### config.mk
export PLATFORM = sky130hd
export DESIGN_NAME = irq_pend_unit
export DESIGN_NICKNAME = d
export VERILOG_FILES = /design/src/rtl/irq_pkg.sv /design/src/rtl/irq_lvl_decode.sv /design/src/rtl/irq_tmr_match.sv /design/src/rtl/irq_pend_reg.sv /design/src/rtl/irq_take_gate.sv /design/src/rtl/irq_pend_unit.sv
export SDC_FILE = /design/constraint.sdc
export NUM_CORES = 1
export LEC_CHECK = 0
export ABC_CLOCK_PERIOD_IN_PS = 1900
export BUFFER_PORTS_ARGS = -buffer_cell sky130_fd_sc_hd__buf_4
export CAP_MARGIN = 10
export CELL_PAD_IN_SITES_DETAIL_PLACEMENT = 0
export CELL_PAD_IN_SITES_GLOBAL_PLACEMENT = 1
export CORE_UTILIZATION = 29
export CTS_BUF_LIST = sky130_fd_sc_hd__clkbuf_4
export CTS_CLUSTER_SIZE = 16
export DETAILED_ROUTE_END_ITERATION = 7
export GPL_ROUTABILITY_DRIVEN = 0
export HOLD_SLACK_MARGIN = 0.1
export PLACE_DENSITY = 0.95
export SYNTH_ARGS = -nofsm -noshare
export SYNTH_HDL_FRONTEND = slang
export SYNTH_HIERARCHICAL = 1
export SYNTH_SLANG_ARGS = --single-unit
### constraint.sdc
create_clock -name clk -period 1.9 [get_ports clk]
set_input_delay 0.57 -clock clk [delete_from_list [all_inputs] [get_ports clk]]
set_output_delay 0.57 -clock clk [all_outputs]
set_load 0.01 [all_outputs]
### src/rtl/irq_pkg.sv
package irq_pkg;

   // Number of bits needed to name one of n items (at least 1).
   function automatic int idx_bits(input int n);
      int w;
      w = 1;
      while ((1 << w) < n) w++;
      return w;
   endfunction

   typedef enum logic [1:0] {
      PRIO_NONE  = 2'd0,
      PRIO_SET   = 2'd1,
      PRIO_CLR   = 2'd2,
      PRIO_FLUSH = 2'd3
   } prio_e;

endpackage

### src/rtl/irq_lvl_decode.sv
module irq_lvl_decode #(
   parameter int NUM_LEVELS = 8,
   parameter int LVL_W      = 4
) (
   input  logic                  cmd_vld,
   input  logic [LVL_W-1:0]      cmd_lvl,
   output logic [NUM_LEVELS-1:0] hit,
   output logic                  bad
);
   localparam bit HAS_OOR = ((1 << LVL_W) > NUM_LEVELS);

   for (genvar i = 0; i < NUM_LEVELS; i++) begin : g_hit
      assign hit[i] = cmd_vld && (cmd_lvl == LVL_W'(i));
   end

   if (HAS_OOR) begin : g_oor
      assign bad = cmd_vld && (cmd_lvl >= LVL_W'(NUM_LEVELS));
   end else begin : g_no_oor
      assign bad = 1'b0;
   end
endmodule

### src/rtl/irq_tmr_match.sv
module irq_tmr_match #(
   parameter int NUM_LEVELS = 8,
   parameter int CNT_W      = 32,
   parameter int IDX_W      = 3
) (
   input  logic [CNT_W-1:0]      count,
   input  logic [CNT_W-1:0]      cmp,
   input  logic [IDX_W-1:0]      idx,
   output logic [NUM_LEVELS-1:0] set
);
   logic match;

   assign match = (count == cmp) && (|count);

   for (genvar i = 0; i < NUM_LEVELS; i++) begin : g_sel
      assign set[i] = match && (idx == IDX_W'(i));
   end
endmodule

### src/rtl/irq_pend_reg.sv
module irq_pend_reg #(
   parameter int NUM_LEVELS = 8
) (
   input  logic                  clk,
   input  logic                  rst_n,
   input  logic [NUM_LEVELS-1:0] set_bits,
   input  logic [NUM_LEVELS-1:0] clr_bits,
   input  logic                  flush,
   output logic [NUM_LEVELS-1:0] pend
);
   import irq_pkg::*;

   logic [NUM_LEVELS-1:0] pend_d;

   for (genvar i = 0; i < NUM_LEVELS; i++) begin : g_bit
      prio_e sel;
      always_comb begin
         if (flush)            sel = PRIO_FLUSH;
         else if (clr_bits[i]) sel = PRIO_CLR;
         else if (set_bits[i]) sel = PRIO_SET;
         else                  sel = PRIO_NONE;
      end
      always_comb begin
         case (sel)
            PRIO_FLUSH: pend_d[i] = 1'b0;
            PRIO_CLR:   pend_d[i] = 1'b0;
            PRIO_SET:   pend_d[i] = 1'b1;
            default:    pend_d[i] = pend[i];
         endcase
      end
   end

   always_ff @(posedge clk or negedge rst_n) begin
      if (!rst_n) pend <= '0;
      else        pend <= pend_d;
   end
endmodule

### src/rtl/irq_take_gate.sv
module irq_take_gate #(
   parameter int NUM_LEVELS = 8
) (
   input  logic                  glb_en,
   input  logic                  err_lvl,
   input  logic                  exc_lvl,
   input  logic [NUM_LEVELS-1:0] mask,
   input  logic [NUM_LEVELS-1:0] pend,
   output logic                  take,
   output logic                  any
);
   logic allowed;

   assign any     = |pend;
   assign allowed = glb_en && !err_lvl && !exc_lvl;
   assign take    = allowed && (|mask) && any;
endmodule

### src/rtl/irq_pend_unit.sv
module irq_pend_unit #(
   parameter int NUM_LEVELS = 8,
   parameter int LVL_W      = 4,
   parameter int CNT_W      = 32,
   parameter int IDX_W      = irq_pkg::idx_bits(NUM_LEVELS)
) (
   input  logic                  clk,
   input  logic                  rst_n,
   input  logic                  post_vld,
   input  logic [LVL_W-1:0]      post_lvl,
   input  logic                  clr_vld,
   input  logic [LVL_W-1:0]      clr_lvl,
   input  logic                  clr_all,
   input  logic [CNT_W-1:0]      tmr_count,
   input  logic [CNT_W-1:0]      tmr_cmp,
   input  logic [IDX_W-1:0]      tmr_idx,
   input  logic                  glb_en,
   input  logic                  err_lvl,
   input  logic                  exc_lvl,
   input  logic [NUM_LEVELS-1:0] irq_mask,
   output logic                  irq_take,
   output logic                  any_pend,
   output logic                  cmd_err
);
   if (NUM_LEVELS < 2) begin : g_chk_levels
      $error("irq_pend_unit: NUM_LEVELS must be at least 2");
   end
   if ((1 << LVL_W) < NUM_LEVELS) begin : g_chk_lvl_w
      $error("irq_pend_unit: LVL_W too narrow for NUM_LEVELS");
   end
   if ((1 << IDX_W) < NUM_LEVELS) begin : g_chk_idx_w
      $error("irq_pend_unit: IDX_W too narrow for NUM_LEVELS");
   end
   if (CNT_W < 1) begin : g_chk_cnt_w
      $error("irq_pend_unit: CNT_W must be positive");
   end

   logic [NUM_LEVELS-1:0] post_hit, clr_hit, tmr_set, pend_q;
   logic                  post_bad, clr_bad;

   irq_lvl_decode #(.NUM_LEVELS(NUM_LEVELS), .LVL_W(LVL_W)) u_post_dec (
      .cmd_vld (post_vld),
      .cmd_lvl (post_lvl),
      .hit     (post_hit),
      .bad     (post_bad)
   );

   irq_lvl_decode #(.NUM_LEVELS(NUM_LEVELS), .LVL_W(LVL_W)) u_clr_dec (
      .cmd_vld (clr_vld),
      .cmd_lvl (clr_lvl),
      .hit     (clr_hit),
      .bad     (clr_bad)
   );

   irq_tmr_match #(.NUM_LEVELS(NUM_LEVELS), .CNT_W(CNT_W), .IDX_W(IDX_W)) u_tmr (
      .count (tmr_count),
      .cmp   (tmr_cmp),
      .idx   (tmr_idx),
      .set   (tmr_set)
   );

   irq_pend_reg #(.NUM_LEVELS(NUM_LEVELS)) u_pend (
      .clk      (clk),
      .rst_n    (rst_n),
      .set_bits (post_hit | tmr_set),
      .clr_bits (clr_hit),
      .flush    (clr_all),
      .pend     (pend_q)
   );

   irq_take_gate #(.NUM_LEVELS(NUM_LEVELS)) u_gate (
      .glb_en  (glb_en),
      .err_lvl (err_lvl),
      .exc_lvl (exc_lvl),
      .mask    (irq_mask),
      .pend    (pend_q),
      .take    (irq_take),
      .any     (any_pend)
   );

   always_ff @(posedge clk or negedge rst_n) begin
      if (!rst_n) cmd_err <= 1'b0;
      else        cmd_err <= post_bad || clr_bad;
   end
endmodule

==> flow_summary_export.csv, run 1 <==
group,metric,value,unit
final_layout,drive_gt1_frac,0.601,
logic_synthesis,yosysSeqAreaShare,0.192,
die,start_util,0.311,
logic_synthesis,synth_flop_cell,"dfrtp_1",
global_route,use_met3,0.0330,
final_layout,fin_nets,340,
outcome,status,"complete, but fails checks",
timing,worstMarginPinSlew,0.344,ns
logic_synthesis,ys_warn_count,6,
global_route,grt.met1_usage,0.209,
place,hpwlAfterDp,3.41,mm
route,wl_per_cell,14.7,um
timing,slew_violations,0,
worst_setup_path,worst_ep_required_time,2.07,ns
job,cap_violations,0,
global_route,grt_max_degree,10,
final_layout,syn2layout_area_growth,95.1,%
route,drt_pass1_iterations,4,
global_route,antenna_found_initial,0,
clock_tree,root_buffer,"clkbuf_4",
worst_setup_path,crit_type,"input pin to flip-flop",
clock_tree,cts-htree-levels,1,
timing,setup_viol,6,
logic_synthesis,synthArstFlopShare,1.00,
die,ioPinCount,94,
power_and_ir_drop,p_clk_frac,0.238,
route,routed_via_density,4.88,
die,core-area,3770,um^2
outcome,failed_checks,"setup timing",
place,portBuffers,93,
power_and_ir_drop,intPower,489,uW
logic_synthesis,yosys.cell_types.count,21,
worst_setup_path,cp_max_fo,5,
logic_synthesis,synth.avg_cell_area,8.31,um^2
power_and_ir_drop,ir_worst_vdd,0.249,mV
power_and_ir_drop,pwr-share-seq,0.282,
timing,finalWorstSetupSlack,-0.0979,ns
logic_synthesis,netlist_area,1170,um^2
die,dieWidth,65.6,um
die,die_area,4300,um^2
die,rows,22,
clock_tree,numCtsBuffers,3,
logic_synthesis,synth-edff-count,0,
power_and_ir_drop,power.density,310,nW/um^2
global_route,use_met2,0.345,
global_route,top_usage_layer,"met2",
logic_synthesis,syn_inst,141,
clock_tree,clk_pin_slew,0.06,ns
global_route,gr-total-overflow,0,
clock_tree,insertion_delay,0.27,ns
worst_setup_path,start_kind,"input pin",
die,die_h,65.6,um
logic_synthesis,syn_nets,232,
global_route,grt_pass1_vias,1431,
timing,rsz0062_at_grt,"yes",
timing,timing.final.crit_share,1.05,
worst_setup_path,critPathCaptureType,"flip-flop",
timing,timing.fmax,501,MHz
power_and_ir_drop,comb_power_share,0.480,
route,wl,4.36,mm
global_route,grt_pass1_wl,6.13,mm
final_layout,antenna_cells,0,
logic_synthesis,synth-seq-cells,9,
timing,slew_headroom,0.769,
final_layout,fin_util,0.607,
route,detail-route-antenna-nets,0,
hold_path,hp-class,"input pin to asynchronous set/reset pin",
route,drt_iter0_markers,40,
timing,skew,0,ns
clock_tree,holdBufCountCts,0,
power_and_ir_drop,p_sw,220,uW
power_and_ir_drop,switching_share,0.310,
timing,period_needed,2.00,ns
global_route,track_usage,0.187,
power_and_ir_drop,leakage,0.000995,uW
route,vias,1444,
worst_setup_path,worstPathArrival,2.17,ns
clock_tree,cts_tree,"built",
clock_tree,clock-sinks,9,
timing,holdWs,0.114,ns
clock_tree,clockBufferDepth,2,
timing,finalHoldViolations,0,
route,drc,0,
per-stage QoR:
stage / instances / total power [uW] / setup slack (ns) / area [um^2] / setup TNS [ns]
final: 296 / 709 / -0.0979 / 2290 / -0.241
after global routing: 296 / 746 / -0.150 / 2290 / -0.991
after CTS: 289 / 682 / -0.0297 / 2000 / -0.131
after detailed placement: 285 / 511 / -0.348 / 1950 / -2.17
after global placement: 285 / 507 / -0.322 / 1950 / -2.03
after floorplan: 141 / 307 / 0.0565 / 1170 / 0
cell usage after synthesis (2+ instances only):
master	n	area, um^2
nor3_1	2	10.0
nand4_1	2	12.5
nand3b_1	5	37.5
nor4_2	6	75.1
or3b_2	2	17.5
or3b_1	2	17.5
dfrtp_1	9	225
or2_1	9	56.3
nand2b_1	4	25.0
nand2_1	5	18.8
nor3_2	10	100
nand4_2	2	25.0
nor4_1	22	138
xor2_1	32	280
and2_2	2	15.0
nor2_1	22	82.6
path summary, 6_finish.rpt:
check | start | to | slack [ns] | cells after the start
min reg2reg | u_pend/pend[2] | u_pend/pend[2] | 0.55 | 2
min in group clk | u_pend/pend[2] | u_pend/pend[2] | 0.55 | 2
max | tmr_count[18] | u_pend/pend[5] | -0.1 | 10
max reg2reg | u_pend/pend[7] | u_pend/pend[7] | 1.19 | 2
min | rst_n | u_pend/pend[6] | 0.11 | 1
max in group asynchronous | rst_n | u_pend/pend[5] | 1.64 | 1
registers in the layout, summed over array words and instances, names as in the netlist:
name,cells
cmd_err,1
u_pend/pend,8
critical path, cell delays in order:
cell,delay [ns]
buf_6,0.11
xor2_2,0.17
nor4_2,0.33
nand4_2,0.17
buf_12,0.18
buf_12,0.12
nor4_4,0.18
or2_1,0.14
nor2_1,0.05
nor3_2,0.15
logic make-up (layout without fill, tap and decap cells):
kind of cell / after synthesis / after routing / share of synthesized area
and+or+nand+nor: 99 / 99 / 0.559
DFF: 9 / 9 / 0.192
xor gates and xnor gates: 32 / 32 / 0.239
buffers and inverters: 1 / 108 / 0.00960
repair_timing:
item	CTS	global route
gates cloned	0	0
setup buffers	0	7
endpoints found under the setup margin	3	9
pin swaps	3	25
gates resized for setup	3	37
placed cells by master (no fill, tap or decap), drive strengths merged, types with 2 or more instances in the layout:
cell,count
buf,104
xor2,32
nor4,28
nor2,22
nor3,12
or2,9
dfrtp,9
nand3b,5
nand2,5
clkbuf,4
nand2b,4
or3b,4
nand4,4
and2,2
per-layer routing:
layer  wire length [um]  up-vias
met1               1840      652
met3                267        8
met5                  0        -
li1                   -      727
met4                 53        0
met2               2200       57
final cells by class:
type / instances / area, um^2
timing repair buffer: 104 / 837
clock buffer: 4 / 30.0
sequential: 9 / 225
fill: 341 / 1480
tap: 48 / 60.1
multi-input combinational: 131 / 1130
power groups by stage:
stage	sequential [uW]	clock (uW)	combinational, uW
after floorplan	204	0	103
after global placement	203	0	304
after detailed placement	203	0	308
after CTS	200	172	310
after global routing	200	177	369
final	200	169	341
No activity file was read; power rests on OpenSTA's default activity.
==> run 2, diff against run 1 <==
--- a/config.mk
+++ b/config.mk
@@ -18,4 +18,5 @@
 export HOLD_SLACK_MARGIN = 0.1
 export PLACE_DENSITY = 0.95
+export SLEW_MARGIN = 40
 export SYNTH_ARGS = -nofsm -noshare
 export SYNTH_HDL_FRONTEND = slang
==> constraint.sdc (replaced) <==
create_clock -name clk -period 1.9 [get_ports clk]
set_input_delay 0.19 -clock clk [delete_from_list [all_inputs] [get_ports clk]]
set_output_delay 0.19 -clock clk [all_outputs]
set_load 0.01 [all_outputs]
==> run 2 against run 1 <==
The run now ends clean; largest cell class unchanged; flip-flop and latch count stayed put; register-to-register slack better by 0.02 ns; critical endpoint is now u_pend/pend[0]; global-route usage is 0.63 points lower; first-iteration DRC count down 30%; worst hold slack better by 0.075 ns.
==> flow_summary_export.csv, run 2 (same netlist as run 1, synthesis figures left out) <==
group,metric,value,unit
outcome,status,"finished, final reports clean",
final_layout,fin_nets,331,
power_and_ir_drop,pwr-share-seq,0.296,
global_route,grt_pass1_wl,6.04,mm
clock_tree,cts-htree-levels,1,
job,cap_violations,0,
timing,setup_tns,0,ns
power_and_ir_drop,leakage,0.000930,uW
clock_tree,clock-sinks,9,
clock_tree,numCtsBuffers,3,
clock_tree,root_buffer,"clkbuf_4",
global_route,grt_max_degree,10,
timing,timing.fmax,617,MHz
worst_setup_path,max_stage_delay,0.42,ns
global_route,top_usage_layer,"met2",
route,routed_via_density,4.88,
global_route,antenna_found_initial,0,
route,wl,3.79,mm
die,dieWidth,65.6,um
route,vias,1401,
route,wl_per_cell,13.2,um
power_and_ir_drop,ir_worst_vdd,0.253,mV
route,detail-route-antenna-nets,0,
worst_setup_path,path_cells,"buf_4, xor2_1, nor4_2, nand4_2, nor4_1, or2_1, nor2_1, nor3_2",
final_layout,top_register,"u_pend/pend",
clock_tree,insertion_delay,0.26,ns
global_route,gr-total-overflow,0,
final_layout,drive_gt1_frac,0.502,
timing,worstMarginPinSlew,0.347,ns
power_and_ir_drop,intPower,473,uW
final_layout,syn2layout_area_growth,67.8,%
worst_setup_path,cpMaxStageDelayCell,"nor4_1",
global_route,grt_pass1_vias,1379,
clock_tree,clk_pin_slew,0.07,ns
global_route,grt.met1_usage,0.226,
worst_setup_path,worst_ep_required_time,2.09,ns
timing,slew_headroom,0.766,
final_layout,layout_commonest_cell,"buf_4",
final_layout,antenna_cells,0,
worst_setup_path,cp_max_fo,8,
place,hpwlAfterDp,3.33,mm
power_and_ir_drop,p_sw,199,uW
worst_setup_path,crit_buf_inv,1,
timing,rsz0062_at_grt,"no",
die,ioPinCount,94,
power_and_ir_drop,p_clk_frac,0.253,
global_route,track_usage,0.180,
hold_path,hp-class,"input pin to flip-flop",
power_and_ir_drop,comb_power_share,0.451,
route,drt_iter0_markers,28,
global_route,use_met2,0.308,
place,portBuffers,93,
die,core-area,3770,um^2
power_and_ir_drop,finalPower,673,uW
timing,period_needed,1.62,ns
timing,holdWs,0.188,ns
clock_tree,cts_tree,"built",
worst_setup_path,critPathCaptureType,"flip-flop",
final_layout,reg.largest.list,"u_pend/pend x8, cmd_err x1",
worst_setup_path,crit_type,"input pin to flip-flop",
die,start_util,0.311,
place,post-place-ws,0.0396,ns
timing,finalHoldViolations,0,
die,die_h,65.6,um
clock_tree,clockBufferDepth,2,
die,die_area,4300,um^2
power_and_ir_drop,switching_share,0.296,
worst_setup_path,start_kind,"input pin",
route,drc,0,
worst_setup_path,worstPathArrival,1.81,ns
timing,skew,0,ns
power_and_ir_drop,power.density,342,nW/um^2
timing,setup_viol,0,
route,drt_pass1_iterations,4,
final_layout,largest_reg_flops,8,
final_layout,layout_common_cells,"buf_4, xor2_1, nor2_1, nor4_1, nor3_2",
worst_setup_path,cp_top_family,"simple AND/OR/NAND/NOR gates",
timing,finalWorstSetupSlack,0.279,ns
timing,slew_violations,0,
die,rows,22,
global_route,use_met3,0.0417,
clock_tree,cts_setup_buffers,0,
timing,timing.final.crit_share,0.853,
-- run 2: cell types whose count changed in the layout (fill, tap and decap cells not counted), sizes merged --
| cell | previous run | this run |
|---|---|---|
| buf | 104 | 94 |
| dlygate4sd3 | 0 | 1 |
-- run 2: repair_timing --
item	in CTS	in global routing
gates resized for setup	0	0
hold buffers	1	0
endpoints found under the hold margin	9	0
-- run 2: per-stage QoR --
step / std cells / cell area (um^2) / utilization
CTS: 287 / 1970 / 0.522
floorplan: 141 / 1170 / -
finish: 287 / 1970 / 0.522
global placement: 282 / 1930 / 0.511
detailed placement: 282 / 1930 / 0.511
global route: 287 / 1970 / 0.522
-- run 2: routing by layer --
| layer | up-vias | share of wire |
|---|---|---|
| met5 | - | 0 |
| met4 | 0 | 0.011 |
| met3 | 6 | 0.078 |
| met2 | 53 | 0.47 |
| met1 | 630 | 0.44 |
| li1 | 712 | - |
-- run 2: final timing paths --
| kind | start | endpoint | slack [ns] | cells after the start |
|---|---|---|---|---|
| min in group asynchronous | rst_n | u_pend/pend[4] | 0.28 | 2 |
| worst min register to register | u_pend/pend[2] | u_pend/pend[2] | 0.55 | 2 |
| worst max-delay path | tmr_cmp[14] | u_pend/pend[0] | 0.28 | 8 |
| worst min-delay path | clr_all | u_pend/pend[4] | 0.19 | 2 |
| max in group asynchronous | rst_n | u_pend/pend[3] | 1.48 | 2 |
| worst max register to register | u_pend/pend[5] | u_pend/pend[5] | 1.21 | 2 |
-- run 2: final cells by class --
| cell class | instances | area (um^2) |
|---|---|---|
| fill | 383 | 1800 |
| multi-input combinational | 131 | 936 |
| timing repair buffer | 95 | 716 |
| clock buffer | 4 | 30.0 |
| tap | 48 | 60.1 |
| sequential | 9 | 225 |
-- run 2: worst register-to-register path, cell delays in order (launching register included) --
cell,delay (ns)
dfrtp_1,0.39
nor2_1,0.15
nor3_2,0.05
-- run 2: power by group through the flow --
stage / clock (uW) / combinational (uW) / sequential [uW]
after global routing: 186 / 332 / 200
after detailed placement: 0 / 302 / 203
after CTS: 173 / 306 / 199
after floorplan: 0 / 103 / 204
final: 170 / 304 / 199
after global placement: 0 / 300 / 203
